$ cat src/rtl/irq_post_ctrl_pkg.sv
package irq_post_ctrl_pkg;

   // Kind of register the current bus address selects.
   typedef enum logic [1:0] {
      ACC_NONE = 2'd0,
      ACC_STAT = 2'd1,
      ACC_MASK = 2'd2,
      ACC_CTRL = 2'd3
   } acc_kind_e;

   function automatic int grp_width(input int groups);
      return (groups > 1) ? $clog2(groups) : 1;
   endfunction

endpackage

$ cat src/rtl/irq_post_bank.sv
module irq_post_bank #(
   parameter int W = 8
) (
   input  logic         clk,
   input  logic         rst_n,
   input  logic [W-1:0] req,
   input  logic         wr_hit,
   input  logic         sw_en,
   input  logic [W-1:0] wdata,
   output logic [W-1:0] posted
);

   logic [W-1:0] req_q;
   logic [W-1:0] rise;
   logic [W-1:0] sw_set;
   logic [W-1:0] sw_clr;

   assign rise   = req & ~req_q;
   assign sw_set = {W{wr_hit &  sw_en}} &  wdata;
   assign sw_clr = {W{wr_hit & ~sw_en}} & ~wdata;

   // A set, from hardware or software, takes precedence over a clear.
   always_ff @(posedge clk or negedge rst_n) begin
      if (!rst_n) begin
         req_q  <= '0;
         posted <= '0;
      end else begin
         req_q  <= req;
         posted <= (posted & ~sw_clr) | rise | sw_set;
      end
   end

   for (genvar i = 0; i < W; i++) begin : g_chk
      assert_hw_post_R2: assert property (@(posedge clk) disable iff (!rst_n)
         rise[i] |=> posted[i]);
      assert_sw_clear_R4: assert property (@(posedge clk) disable iff (!rst_n)
         (wr_hit && !sw_en && !wdata[i] && !rise[i]) |=> !posted[i]);
      assert_one_ignored_R4: assert property (@(posedge clk) disable iff (!rst_n)
         (wr_hit && !sw_en && wdata[i] && !rise[i]) |=> $stable(posted[i]));
      assert_sw_post_R5: assert property (@(posedge clk) disable iff (!rst_n)
         (wr_hit && sw_en && wdata[i]) |=> posted[i]);
      assert_zero_ignored_R5: assert property (@(posedge clk) disable iff (!rst_n)
         (wr_hit && sw_en && !wdata[i] && !rise[i]) |=> $stable(posted[i]));
      assert_post_wins_R8: assert property (@(posedge clk) disable iff (!rst_n)
         (rise[i] && wr_hit && !sw_en && !wdata[i]) |=> posted[i]);
      assert_idle_hold_R2: assert property (@(posedge clk) disable iff (!rst_n)
         (!rise[i] && !wr_hit) |=> $stable(posted[i]));
   end

endmodule

$ cat src/rtl/irq_prio_enc.sv
module irq_prio_enc #(
   parameter int N     = 24,
   parameter int VEC_W = $clog2(N)
) (
   input  logic             clk,
   input  logic             rst_n,
   input  logic [N-1:0]     pending,
   output logic             irq,
   output logic [VEC_W-1:0] vec
);

   assign irq = |pending;

   // Scan from the top down so that the lowest index is written last and wins.
   always_comb begin
      vec = '0;
      for (int i = N - 1; i >= 0; i--) begin
         if (pending[i]) vec = VEC_W'(i);
      end
   end

   assert_vec_pending_R7: assert property (@(posedge clk) disable iff (!rst_n)
      irq |-> pending[vec]);
   assert_vec_lowest_R7: assert property (@(posedge clk) disable iff (!rst_n)
      irq |-> ((pending & ((N'(1) << vec) - N'(1))) == '0));
   assert_idle_vec_R7: assert property (@(posedge clk) disable iff (!rst_n)
      !irq |-> (pending == '0 && vec == '0));

endmodule

$ cat src/rtl/irq_bus_regs.sv
module irq_bus_regs
   import irq_post_ctrl_pkg::*;
#(
   parameter int ADDR_W     = 8,
   parameter int NUM_GROUPS = 3,
   parameter int REG_W      = 8,
   parameter int STAT_BASE  = 'h20,
   parameter int MASK_BASE  = 'h24,
   localparam int NUM_SRC   = NUM_GROUPS * REG_W,
   localparam int GRP_W     = grp_width(NUM_GROUPS)
) (
   input  logic                  clk,
   input  logic                  rst_n,
   input  logic [ADDR_W-1:0]     bus_addr,
   input  logic                  bus_wr,
   input  logic [REG_W-1:0]      bus_wdata,
   input  logic                  bus_rd,
   input  logic [NUM_SRC-1:0]    posted,
   output logic [REG_W-1:0]      bus_rdata,
   output logic [NUM_SRC-1:0]    mask,
   output logic                  sw_en,
   output logic [NUM_GROUPS-1:0] stat_wr
);

   localparam logic [ADDR_W-1:0] CTRL_ADDR = ADDR_W'(MASK_BASE + NUM_GROUPS);

   acc_kind_e        acc;
   logic [GRP_W-1:0] grp;
   logic [REG_W-1:0] rd_next;

   always_comb begin
      acc = ACC_NONE;
      grp = '0;
      for (int g = 0; g < NUM_GROUPS; g++) begin
         if (bus_addr == ADDR_W'(STAT_BASE + g)) begin
            acc = ACC_STAT;
            grp = GRP_W'(g);
         end
         if (bus_addr == ADDR_W'(MASK_BASE + g)) begin
            acc = ACC_MASK;
            grp = GRP_W'(g);
         end
      end
      if (bus_addr == CTRL_ADDR) acc = ACC_CTRL;
   end

   for (genvar g = 0; g < NUM_GROUPS; g++) begin : g_grp
      assign stat_wr[g] = bus_wr && (acc == ACC_STAT) && (grp == GRP_W'(g));

      always_ff @(posedge clk or negedge rst_n) begin
         if (!rst_n)
            mask[g*REG_W +: REG_W] <= '0;
         else if (bus_wr && (acc == ACC_MASK) && (grp == GRP_W'(g)))
            mask[g*REG_W +: REG_W] <= bus_wdata;
      end
   end

   // The control register stores only its top bit; the rest are reserved.
   always_ff @(posedge clk or negedge rst_n) begin
      if (!rst_n)
         sw_en <= 1'b0;
      else if (bus_wr && (acc == ACC_CTRL))
         sw_en <= bus_wdata[REG_W-1];
   end

   always_comb begin
      unique case (acc)
         ACC_STAT: rd_next = posted[int'(grp)*REG_W +: REG_W];
         ACC_MASK: rd_next = mask[int'(grp)*REG_W +: REG_W];
         ACC_CTRL: rd_next = {sw_en, (REG_W-1)'(0)};
         default:  rd_next = '0;
      endcase
   end

   always_ff @(posedge clk or negedge rst_n) begin
      if (!rst_n)
         bus_rdata <= '0;
      else if (bus_rd)
         bus_rdata <= rd_next;
   end

   assert_ctrl_write_R9: assert property (@(posedge clk) disable iff (!rst_n)
      (bus_wr && bus_addr == CTRL_ADDR) |=> (sw_en == $past(bus_wdata[REG_W-1])));
   assert_ctrl_hold_R9: assert property (@(posedge clk) disable iff (!rst_n)
      !(bus_wr && bus_addr == CTRL_ADDR) |=> $stable(sw_en));
   assert_read_hold_R3: assert property (@(posedge clk) disable iff (!rst_n)
      !bus_rd |=> $stable(bus_rdata));
   assert_stat_strobe_R4: assert property (@(posedge clk) disable iff (!rst_n)
      $onehot0(stat_wr) && (stat_wr == '0 || bus_wr));

endmodule

$ cat src/rtl/irq_post_ctrl.sv
module irq_post_ctrl #(
   parameter int ADDR_W     = 8,
   parameter int NUM_GROUPS = 3,
   parameter int REG_W      = 8,
   parameter int STAT_BASE  = 'h20,
   parameter int MASK_BASE  = 'h24,
   localparam int NUM_SRC   = NUM_GROUPS * REG_W,
   localparam int VEC_W     = $clog2(NUM_SRC)
) (
   input  logic               clk,
   input  logic               rst_n,
   input  logic [NUM_SRC-1:0] hw_req,
   input  logic [ADDR_W-1:0]  bus_addr,
   input  logic               bus_wr,
   input  logic [REG_W-1:0]   bus_wdata,
   input  logic               bus_rd,
   output logic [REG_W-1:0]   bus_rdata,
   output logic               irq,
   output logic [VEC_W-1:0]   irq_vec
);

   if (NUM_GROUPS < 1 || REG_W < 2) begin : g_bad_shape
      $error("irq_post_ctrl: need at least one group of two or more bits");
   end
   if ((STAT_BASE + NUM_GROUPS > MASK_BASE) && (MASK_BASE + NUM_GROUPS + 1 > STAT_BASE)) begin : g_bad_map
      $error("irq_post_ctrl: status and mask address windows overlap");
   end
   if (STAT_BASE + NUM_GROUPS > (1 << ADDR_W) || MASK_BASE + NUM_GROUPS + 1 > (1 << ADDR_W)) begin : g_bad_addr
      $error("irq_post_ctrl: register window exceeds address space");
   end

   logic [NUM_SRC-1:0]    posted;
   logic [NUM_SRC-1:0]    mask;
   logic [NUM_SRC-1:0]    pending;
   logic                  sw_en;
   logic [NUM_GROUPS-1:0] stat_wr;

   irq_bus_regs #(
      .ADDR_W     (ADDR_W),
      .NUM_GROUPS (NUM_GROUPS),
      .REG_W      (REG_W),
      .STAT_BASE  (STAT_BASE),
      .MASK_BASE  (MASK_BASE)
   ) u_regs (
      .clk       (clk),
      .rst_n     (rst_n),
      .bus_addr  (bus_addr),
      .bus_wr    (bus_wr),
      .bus_wdata (bus_wdata),
      .bus_rd    (bus_rd),
      .posted    (posted),
      .bus_rdata (bus_rdata),
      .mask      (mask),
      .sw_en     (sw_en),
      .stat_wr   (stat_wr)
   );

   for (genvar g = 0; g < NUM_GROUPS; g++) begin : g_bank
      irq_post_bank #(.W(REG_W)) u_bank (
         .clk    (clk),
         .rst_n  (rst_n),
         .req    (hw_req[g*REG_W +: REG_W]),
         .wr_hit (stat_wr[g]),
         .sw_en  (sw_en),
         .wdata  (bus_wdata),
         .posted (posted[g*REG_W +: REG_W])
      );
   end

   assign pending = posted & mask;

   irq_prio_enc #(.N(NUM_SRC), .VEC_W(VEC_W)) u_enc (
      .clk     (clk),
      .rst_n   (rst_n),
      .pending (pending),
      .irq     (irq),
      .vec     (irq_vec)
   );

   assert_mask_gate_R6: assert property (@(posedge clk) disable iff (!rst_n)
      irq |-> (mask[irq_vec] && posted[irq_vec]));
   assert_no_irq_unposted_R6: assert property (@(posedge clk) disable iff (!rst_n)
      (posted == '0) |-> !irq);

endmodule

$ cat config.mk
export PLATFORM = sky130hd
export DESIGN_NAME = irq_post_ctrl
export DESIGN_NICKNAME = d
export VERILOG_FILES = /design/src/rtl/irq_post_ctrl_pkg.sv /design/src/rtl/irq_post_bank.sv /design/src/rtl/irq_prio_enc.sv /design/src/rtl/irq_bus_regs.sv /design/src/rtl/irq_post_ctrl.sv
export SDC_FILE = /design/constraint.sdc
export NUM_CORES = 1
export LEC_CHECK = 0
export ABC_AREA = 1
export BUFFER_PORTS_ARGS = -buffer_cell sky130_fd_sc_hd__buf_2
export CORE_ASPECT_RATIO = 0.75
export CORE_MARGIN = 1
export CORE_UTILIZATION = 47
export CTS_CLUSTER_DIAMETER = 40
export CTS_CLUSTER_SIZE = 8
export DETAILED_ROUTE_END_ITERATION = 16
export PLACE_DENSITY = 0.76
export SYNTH_ARGS = -nofsm -noshare
export SYNTH_HDL_FRONTEND = slang
export SYNTH_SLANG_ARGS = --single-unit
$ cat constraint.sdc
create_clock -name clk -period 1.9 [get_ports clk]
set_input_delay 0.285 -clock clk [delete_from_list [all_inputs] [get_ports clk]]
set_output_delay 0.285 -clock clk [all_outputs]
set_load 0.005 [all_outputs]
==> results of run 1 <==
state kept, by name, summed over array words and instances (netlist names):
name                  flops
u_regs.sw_en              1
u_regs.bus_rdata          8
g_bank.u_bank.posted     24
g_bank.u_bank.req_q      24
u_regs.mask              24
area by class of cell:
class / count / share of cell area [%]
clock buffers: 10 / 2.63
clock inverters: 6 / 1.01
inverters: 47 / 3.75
multi-input cells: 300 / 33.6
flip-flops and latches: 81 / 41.8
well taps: 101 / 2.61
repair buffers: 104 / 14.6
power by group through the flow:
stage,sequential (mW),combinational [mW],clock [mW]
6_report,1.81,0.376,1.17
5_1_grt,1.81,0.420,1.27
3_3_place_gp,1.84,0.327,0
2_1_floorplan,1.83,0.148,0
3_5_place_dp,1.84,0.339,0
4_1_cts,1.80,0.355,1.19
stage by stage:
step | hold WS (ns) | power, mW
after floorplan | -0.0106 | 1.98
after global placement | 0.253 | 2.16
after detailed placement | 0.261 | 2.18
after CTS | 0.0136 | 3.35
after global routing | 0.00652 | 3.50
final | 0.0286 | 3.35
worst register-to-register path: cells and delay by family, from the launching register on:
kind | cells | cell delay (ns)
AND/OR/NAND/NOR | 1 | 0.23
buffers and inverters | 1 | 0.16
AO/OA/AOI/OAI | 2 | 0.40
flip-flops | 1 | 0.44
routing by layer:
layer  wire length [um]  share of wire (%)  up-vias
met3                987                9.2       15
li1                   -                  -     1697
met1               4730                 44     1717
met2               4830                 45      180
met4                168                1.6        0
met5                  0                  0        -
cell usage in the layout (no fill, tap or decap), types with 5 or more instances in the layout:
master,count
sky130_fd_sc_hd__buf_12,5
sky130_fd_sc_hd__a21oi_2,8
sky130_fd_sc_hd__o21ai_0,49
sky130_fd_sc_hd__o21ai_1,7
sky130_fd_sc_hd__clkbuf_8,9
sky130_fd_sc_hd__buf_4,42
sky130_fd_sc_hd__nand2_1,130
sky130_fd_sc_hd__dfrtp_1,81
sky130_fd_sc_hd__nand3_1,14
sky130_fd_sc_hd__a21oi_1,10
sky130_fd_sc_hd__nand2_2,15
sky130_fd_sc_hd__inv_1,43
sky130_fd_sc_hd__nor2_1,8
sky130_fd_sc_hd__o221ai_1,24
sky130_fd_sc_hd__buf_2,56
sky130_fd_sc_hd__a32o_1,6
how the worst max path moves through the flow:
| stage | startpoint | slack, ns | cells past startpoint | endpoint |
|---|---|---|---|---|
| 2_1_floorplan | bus_addr[5] | 0.0004 | 13 | u_regs.bus_rdata[0] |
| 3_3_place_gp | bus_addr[7] | -0.18 | 13 | u_regs.bus_rdata[1] |
| 3_5_place_dp | bus_addr[5] | -0.25 | 14 | u_regs.bus_rdata[1] |
| 4_1_cts | g_bank[2].u_bank.posted[7] | -0.52 | 25 | irq_vec[0] |
| 5_1_grt | g_bank[2].u_bank.posted[7] | -0.72 | 25 | irq_vec[0] |
| 6_report | g_bank[2].u_bank.posted[7] | -0.52 | 25 | irq_vec[0] |
kinds of logic (layout without fill, tap and decap cells):
group,after synthesis,count (layout)
fa+ha+maj,4,4
simple gates,184,184
buf+inv,56,167
compound gates,112,112
flops,81,81
timing repair:
action	in CTS	in global routing
gates resized for setup	11	18
hold buffers	1	0
hold endpoints to repair	32	0
cloned	0	0
setup endpoints to repair	6	7
buffers inserted	0	6
pin swaps	3	7
==> results.md, run 1 <==
GRT:
- The remaining global-route overflow is 0.
- In the global route stage, met2 resource usage came out at 41.8%.
- The largest net degree at the start of global routing is 50.
- The total track usage is 27.2%.
- For this run, global-route usage on met3 was measured as 7.59%.
- The wire length of the first global-routing pass is 16.9 mm.
- The met1 capacity usage during global routing is 37.5%.
- The number of antenna violations at the first check in global routing is 0.
- The via count of the first global-routing pass is 3296.
- The global routing stage identified its most utilized layer as met2.

Floorplanning:
- The starting density of the core is 50.0%.
- From bottom edge to top edge, the die measures 79.7 um.
- The die covers 8420 um^2.
- The initialized floorplan defines 27 standard-cell rows.
- 58 I/O pins were placed.
- The area of the core region is 7570 um^2.
- In this run the horizontal extent of the chip is 106 um.

Yosys:
- After synthesis, the most frequently instantiated cells are sky130_fd_sc_hd__nand2_1, sky130_fd_sc_hd__dfrtp_1, sky130_fd_sc_hd__o21ai_0.
- Sorting the synthesized cells by area gives the leading types as sky130_fd_sc_hd__dfrtp_1, sky130_fd_sc_hd__nand2_1, sky130_fd_sc_hd__o21ai_0, sky130_fd_sc_hd__o221ai_1, sky130_fd_sc_hd__inv_1.
- After Yosys synthesis, and, or, nand and nor cells account for 19.9% of the synthesized area.
- Among all cell types in the netlist, the one instantiated most often is sky130_fd_sc_hd__nand2_1.
- The synthesized design devotes to its leading area cell type 53.6% of total area.
- Of all cell types, the one taking the most synthesized area is sky130_fd_sc_hd__dfrtp_1.
- The proportion of synthesized chip area in sequential cells is 53.6%.
- The synthesized netlist devotes 19.0% of its cell area to compound gates.
- Summing the areas of all fa, ha and maj instances in the mapped netlist gives 1.32% of the synthesized area.
- Of all flip-flops after synthesis, the portion carrying an async set or reset was 100%.
- The count of synthesis-stage warnings from yosys is 0.
- In this run, synthesis inferred 0 flip-flops with an integrated enable.
- The net count of the mapped netlist is 485.
- The most used flip-flop cell after synthesis is sky130_fd_sc_hd__dfrtp_1.
- The post-synthesis cell count is 437.
- The parity-gate share of the synthesized area counting xor and xnor cells is 0%.
- The post-synthesis register bit count is 81.
- The post-synthesis mux area share is 0%.
- The synthesized netlist occupies a cell area of 3780 um^2.
- The average size of a mapped cell is 8.66 um^2.
- Yosys mapped the design onto 30 distinct sky130hd cell types.
- The combinational family with the most area after synthesis is simple AND/OR/NAND/NOR gates.

Drt:
- In the final routed layout, each cell accounts on average for 16.5 um.
- The number of design rule violations left after detail routing is 0.
- The number of search-and-repair iterations in the first detailed-routing pass is 5.
- The number of DRC violations after detailed-routing iteration 0 is 241.
- For this block, the via count after detailed routing is 3609.
- The count of nets left with antenna violations once routing finished came out at 0.
- The via-per-instance ratio is 5.56.
- The routed design has 10.7 mm of wire.

Timing:
- Based on the critical path, the design can be clocked at up to 413 MHz.
- The clock skew after layout is 0.00821 ns.
- The final critical-path required period is 2.42 ns.
- The headroom to the max-slew limit is 69.4%.
- The worst path setup slack after routing is -0.519 ns.
- Setup repair after global routing could not meet its margin everywhere.
- For the pin with the worst max-slew slack, the measured transition is 0.459 ns.
- Setup violations remaining at the end of the flow were counted as 3.
- The part of the cycle the worst path needs is 127%.
- The number of pins exceeding their max-slew limit in the final report is 0.
- In the final timing run, aggregate negative setup slack is -0.946 ns.
- The hold violation count in the final report was 0.

Cells and area:
- The layout has 635 filler cells.
- Of the cells placed in the final design, the portion with a size suffix greater than 1 is 29.0%.
- Summing all non-filler instances in the final layout gives an area of 4840 um^2.
- The layout-stage area growth over the synthesis result is 28.0%.
- The number of non-filler instances in the completed layout is 649.
- The utilization of the core after routing is 64.0%.
- The total area of sequential cells is 2030 um^2.
- The number of antenna cells inserted is 0.
- The area of combinational cells with multiple inputs is 1630 um^2.
- The net count reported at finish is 591.

Critical path:
- The start-to-end type of the worst setup path is register to output port.
- The largest fanout on the critical path is 3.
- For this run, the slowest stage of the critical path takes 0.39 ns.
- The worst setup path is captured at an output port.
- The critical register-to-register path startpoint is u_regs.sw_en.
- In this run the register-to-register setup slack is 0.54 ns.
- The endpoint identified for the worst register-to-register timing path is g_bank[1].u_bank.posted[1].
- The startpoint type of the worst setup path is a register.
- The kind of cell adding the most delay to the critical path is simple AND/OR/NAND/NOR gates.
- STA puts the critical path data required time at 1.62 ns.
- In this design, the critical path's most frequently occurring cell is sky130_fd_sc_hd__nand2_1.
- For the worst setup path, the data arrival time is 2.13 ns.
- The critical path contains buffers and inverters numbering 2 combined.
- The depth of the worst register-to-register path is 4.
- On the critical path, the stage with the largest delay is an instance of sky130_fd_sc_hd__dfrtp_1.

Pwr:
- Per report_power, the combinational group accounts for 11.2% of the total.
- The clock network is responsible for 34.9% of the overall power.
- In this run switching power makes up 28.2% of total power.
- In this run the power spent charging and discharging nets is 0.946 mW.
- In this run the power density over the cells is 692 nW/um^2.
- The static power due to leakage is 2.38 nW.
- The design internal power is 2.41 mW.
- IR analysis of the VDD net gives a maximum drop of 0.000445 V.
- Of the total power, registers draw 53.9%.

Placed design:
- Routability-driven placement finished with a final weighted congestion of 0.956.
- After detailed placement, the total cell area comes to 4520 um^2.
- Counting tap cells, the placed design contains a total of 626 instances.
- The pre-CTS setup slack is -0.247 ns.
- The placed wire-length estimate is 7.76 mm.
- Port buffering added 57 buffers.

Min path:
- In this run the most critical hold path is launched from hw_req[10].
- The worst hold path belongs to the class input port to register.
- The hold-critical path depth is 1.
- The endpoint of the worst hold-timing path is g_bank[1].u_bank.req_q[2].

Clocking:
- CTS saw 81 sinks.
- The number of CTS-inserted buffers is 9.
- The H-tree depth is 3.
- For the worst-skew pair, the clock arrives at the later sink with an insertion delay of 0.37 ns.
- The library cell used as clock root buffer is sky130_fd_sc_hd__clkbuf_8.
- The buffer depth of the longest clock path is 2.
- The clock tree from TritonCTS is built.
- Clock-pin slew was measured on the worst setup and hold paths at 0.09 ns.

Flow run:
- The number of max-capacitance violations reported is 0.

Status:
- The checks that failed: setup timing.
- The run finished, with violations left.
(Power assumes the default switching activity.)
==> run 2: changes to the inputs <==
--- a/config.mk
+++ b/config.mk
@@ -14,6 +14,7 @@
 export CTS_CLUSTER_SIZE = 8
 export DETAILED_ROUTE_END_ITERATION = 16
 export PLACE_DENSITY = 0.76
+export SETUP_SLACK_MARGIN = 0.2
 export SYNTH_ARGS = -nofsm -noshare
 export SYNTH_HDL_FRONTEND = slang
 export SYNTH_SLANG_ARGS = --single-unit
==> results.md, run 2 (synthesis results as in run 1) <==
Status:
- The flow ran to the end, but the final reports show violations.
- The checks that failed: setup timing.

Min path:
- The endpoint of the worst hold-timing path is g_bank[2].u_bank.req_q[5].
- The hold-critical path depth is 1 (unchanged).
- The startpoint of the most critical hold path is hw_req[21].
- The type of the worst min-delay path is input port to register.

Pwr:
- The power per unit of standard cell area came to 675 nW/um^2 (-2.4%).
- The post-route total power is 3.56 mW (+6.3%).
- The maximum vdd drop came to 0.000581 V (+31%).
- The static power due to leakage is 2.58 nW (+8.4%).

GRT:
- The via count of the first global-routing pass came to 3592 (+9.0%).
- The number of antenna violations at the first check in global routing is 0 (unchanged).
- The total track usage is 29.3% (+2.1 points).
- The remaining global-route overflow was 0 (unchanged).
- The wire length of the first global-routing pass is 18.2 mm (+7.8%).
- The largest net degree at the start of global routing is 46 (-8.0%).

Cells and area:
- The number of antenna cells inserted came to 0 (unchanged).
- Leaving out fill and tap cells, the most frequent cell in the layout is sky130_fd_sc_hd__nand2_1.
- The layout-stage area growth over the synthesis result is 39.4%.
- The share of post-route cells with drive strength above 1 was 37.7% (+8.7 points).
- The number of fill cells is 603 (-5.0%).
- The area of combinational cells with multiple inputs is 1820 um^2 (+12%).
- The largest registers in the layout are g_bank.u_bank.posted (24), g_bank.u_bank.req_q (24), u_regs.mask (24).
- The top cell types in the final layout, fill and taps aside, are sky130_fd_sc_hd__nand2_1, sky130_fd_sc_hd__dfrtp_1, sky130_fd_sc_hd__buf_4.
- The net count reported at finish is 614 (+3.9%).
- The total area of sequential cells is 2030 um^2 (unchanged).

Drt:
- The number of design rule violations left after detail routing is 0 (unchanged).
- The number of search-and-repair iterations in the first detailed-routing pass is 5 (unchanged).
- The remaining antenna violation count after routing is 0 (unchanged).
- The number of DRC violations after detailed-routing iteration 0 is 300 (+24%).
- The routed length per placed instance is 17.7 um (+7.0%).
- The via-per-instance ratio was 5.63 (+1.2%).
- The wire length after detailed routing is 11.9 mm (+11%).
- The routed via count is 3777 (+4.7%).

Timing:
- The setup-violating endpoint count in the final report is 5 (+2).
- The part of the cycle the worst path needs is 128% (+0.97 points).
- The total negative slack is -1.48 ns (-0.530 ns).
- The worst path setup slack after routing is -0.538 ns (-0.0184 ns).
- The final critical-path required period is 2.44 ns (+0.0184 ns).
- The hold violation count in the final report is 0 (unchanged).
- The slew at the pin with the worst max-slew slack is 0.514 ns (+0.0552 ns).
- The maximum achievable frequency is 410 MHz (-0.75%).
- The number of pins exceeding their max-slew limit in the final report is 0 (unchanged).
- The headroom to the max-slew limit is 65.7% (-3.7 points).
- Setup repair after global routing could not meet its margin everywhere.
- The clock skew after layout is 0.0101 ns (+0.00186 ns).

Critical path:
- The required time of the critical path is 1.62 ns (about the same).
- The depth of the worst register-to-register path is 4 (unchanged).
- The start-to-end type of the worst setup path is register to output port.
- The worst register-to-register path begins at u_regs.sw_en.
- The largest fanout on the critical path was 2 (-1).
- The longest individual stage delay on the worst path is 0.41 ns (+0.02 ns).
- In this design, the critical path's most frequently occurring cell is sky130_fd_sc_hd__nand2_1.
- The critical path arrival was 2.15 ns (+0.02 ns).
- The signal on the critical path passes through nand2_2 -> nand2_1 -> nand2_1 -> nand2_1 -> nand2_1 -> nand2_1 -> nand2_1 -> nand2_1 -> nand2_1 -> nand2_1 -> nand2_1 -> nand2_1 -> nand2_1 -> nand2_1 -> nand2_1 -> nand2_1 -> nand2_1 -> nand2_1 -> nand2_1 -> nand2_1 -> nand2_1 -> nand2_1 -> a21oi_2 -> buf_2.
- The highest-delay cell along the critical path is sky130_fd_sc_hd__dfrtp_1.
- The setup slack of the worst register-to-register path is 0.50 ns (-0.04 ns).
- STA classifies the critical path endpoint as an output port.
- STA classifies the critical path startpoint as a register.
- The worst register-to-register path ends at g_bank[2].u_bank.posted[1].

Placed design:
- The placed wire-length estimate is 8.09 mm (+4.2%).
- The number of I/O port buffers is 57 (unchanged).
- The last weighted congestion value of the routability-driven placer is 0.935 (-2.1%).

Clocking:
- The clock tree from TritonCTS is built.
- The clock network latency to the later pin of the worst-skew pair is 0.38 ns (about the same).
- The buffer depth of the longest clock path was 2 (unchanged).
- The tree is rooted in a sky130_fd_sc_hd__clkbuf_8.
- The number of sinks driven by the clock tree is 81 (unchanged).
- The H-tree depth came to 3 (unchanged).
- The clock transition at the registers of the reported paths came to 0.09 ns (about the same).
- The number of CTS-inserted buffers is 9 (unchanged).

Floorplanning:
- The area of the die is 8420 um^2 (unchanged).
- The floorplan die height is 79.7 um (unchanged).
- The starting density of the core is 50.0% (unchanged).
- The die span in x is 106 um (unchanged).
- The number of placed I/O pins is 58 (unchanged).
- The area of the core region is 7570 um^2 (unchanged).
- The floorplan row count is 27 (unchanged).

Flow run:
- The number of max-capacitance violations reported came to 0 (unchanged).
==> run 2: cell count changes in the layout (fill, tap and decap cells not counted), sizes merged <==
cell      change
buf          +23
bufinv        +1
clkbuf        -1
clkinv        +4
clkinvlp      -2
inv           -3
==> run 2: per-stage QoR <==
step	area [um^2]	util (%)	hold slack (ns)	setup slack [ns]	cells
after floorplan	3960	-	-0.0106	0.0759	437
after global placement	4660	61.6	0.289	-0.173	628
after detailed placement	4660	61.6	0.295	-0.278	628
after CTS	5040	66.6	0.0116	-0.529	661
after global routing	5280	69.7	0.00414	-0.831	671
final	5280	69.7	0.0176	-0.538	671
==> run 2: layout make-up <==
cell class                 instances  area share [%]
inverter                          47            3.77
clock inverter                     6            1.30
multi-input combinational        300            34.4
sequential                        81            38.4
clock buffer                       9            2.35
tap                              101            2.40
timing repair buffer             127            17.3
==> run 2: critical path: cells and delay by family (launching register included) <==
family | cells | cell delay [ns]
buffers and inverters | 1 | 0.12
flip-flops | 1 | 0.41
AO/OA/AOI/OAI | 1 | 0.12
AND/OR/NAND/NOR | 22 | 1.10
==> run 2: power breakdown <==
part / switching [mW] / internal [mW] / leakage, nW / total [mW]
combinational: 0.270 / 0.195 / 1.54 / 0.465
clock: 0.685 / 0.606 / 0.0957 / 1.29
sequential: 0.0317 / 1.77 / 0.946 / 1.81
total: 0.987 / 2.58 / 2.58 / 3.56
==> run 2: metal layers <==
layer	wire (um)	global-route usage (%)	up-vias
li1	-	-	1748
met1	5270	40.8	1810
met2	5190	44.3	197
met3	1070	7.51	22
met4	320	11.4	0
met5	0	0	-
==> run 2: worst max-delay path by stage <==
stage | slack, ns | startpoint | endpoint | depth (start not counted)
CTS | -0.53 | g_bank[2].u_bank.posted[7] | irq_vec[0] | 25
floorplan | 0.08 | bus_addr[5] | u_regs.bus_rdata[0] | 14
detailed placement | -0.28 | bus_addr[5] | g_bank[2].u_bank.posted[1] | 13
global route | -0.83 | u_regs.mask[22] | irq_vec[0] | 24
finish | -0.54 | u_regs.mask[22] | irq_vec[0] | 24
global placement | -0.17 | bus_addr[5] | g_bank[2].u_bank.posted[5] | 13
==> run 2: what timing repair did <==
action                                 4_1_cts  5_1_grt
resized for setup                           17       43
cloned                                       0        0
hold buffers                                 1        0
setup endpoints to repair                   12       40
endpoints found under the hold margin       36        0
pin swaps                                   10       18
setup buffers                               17       10
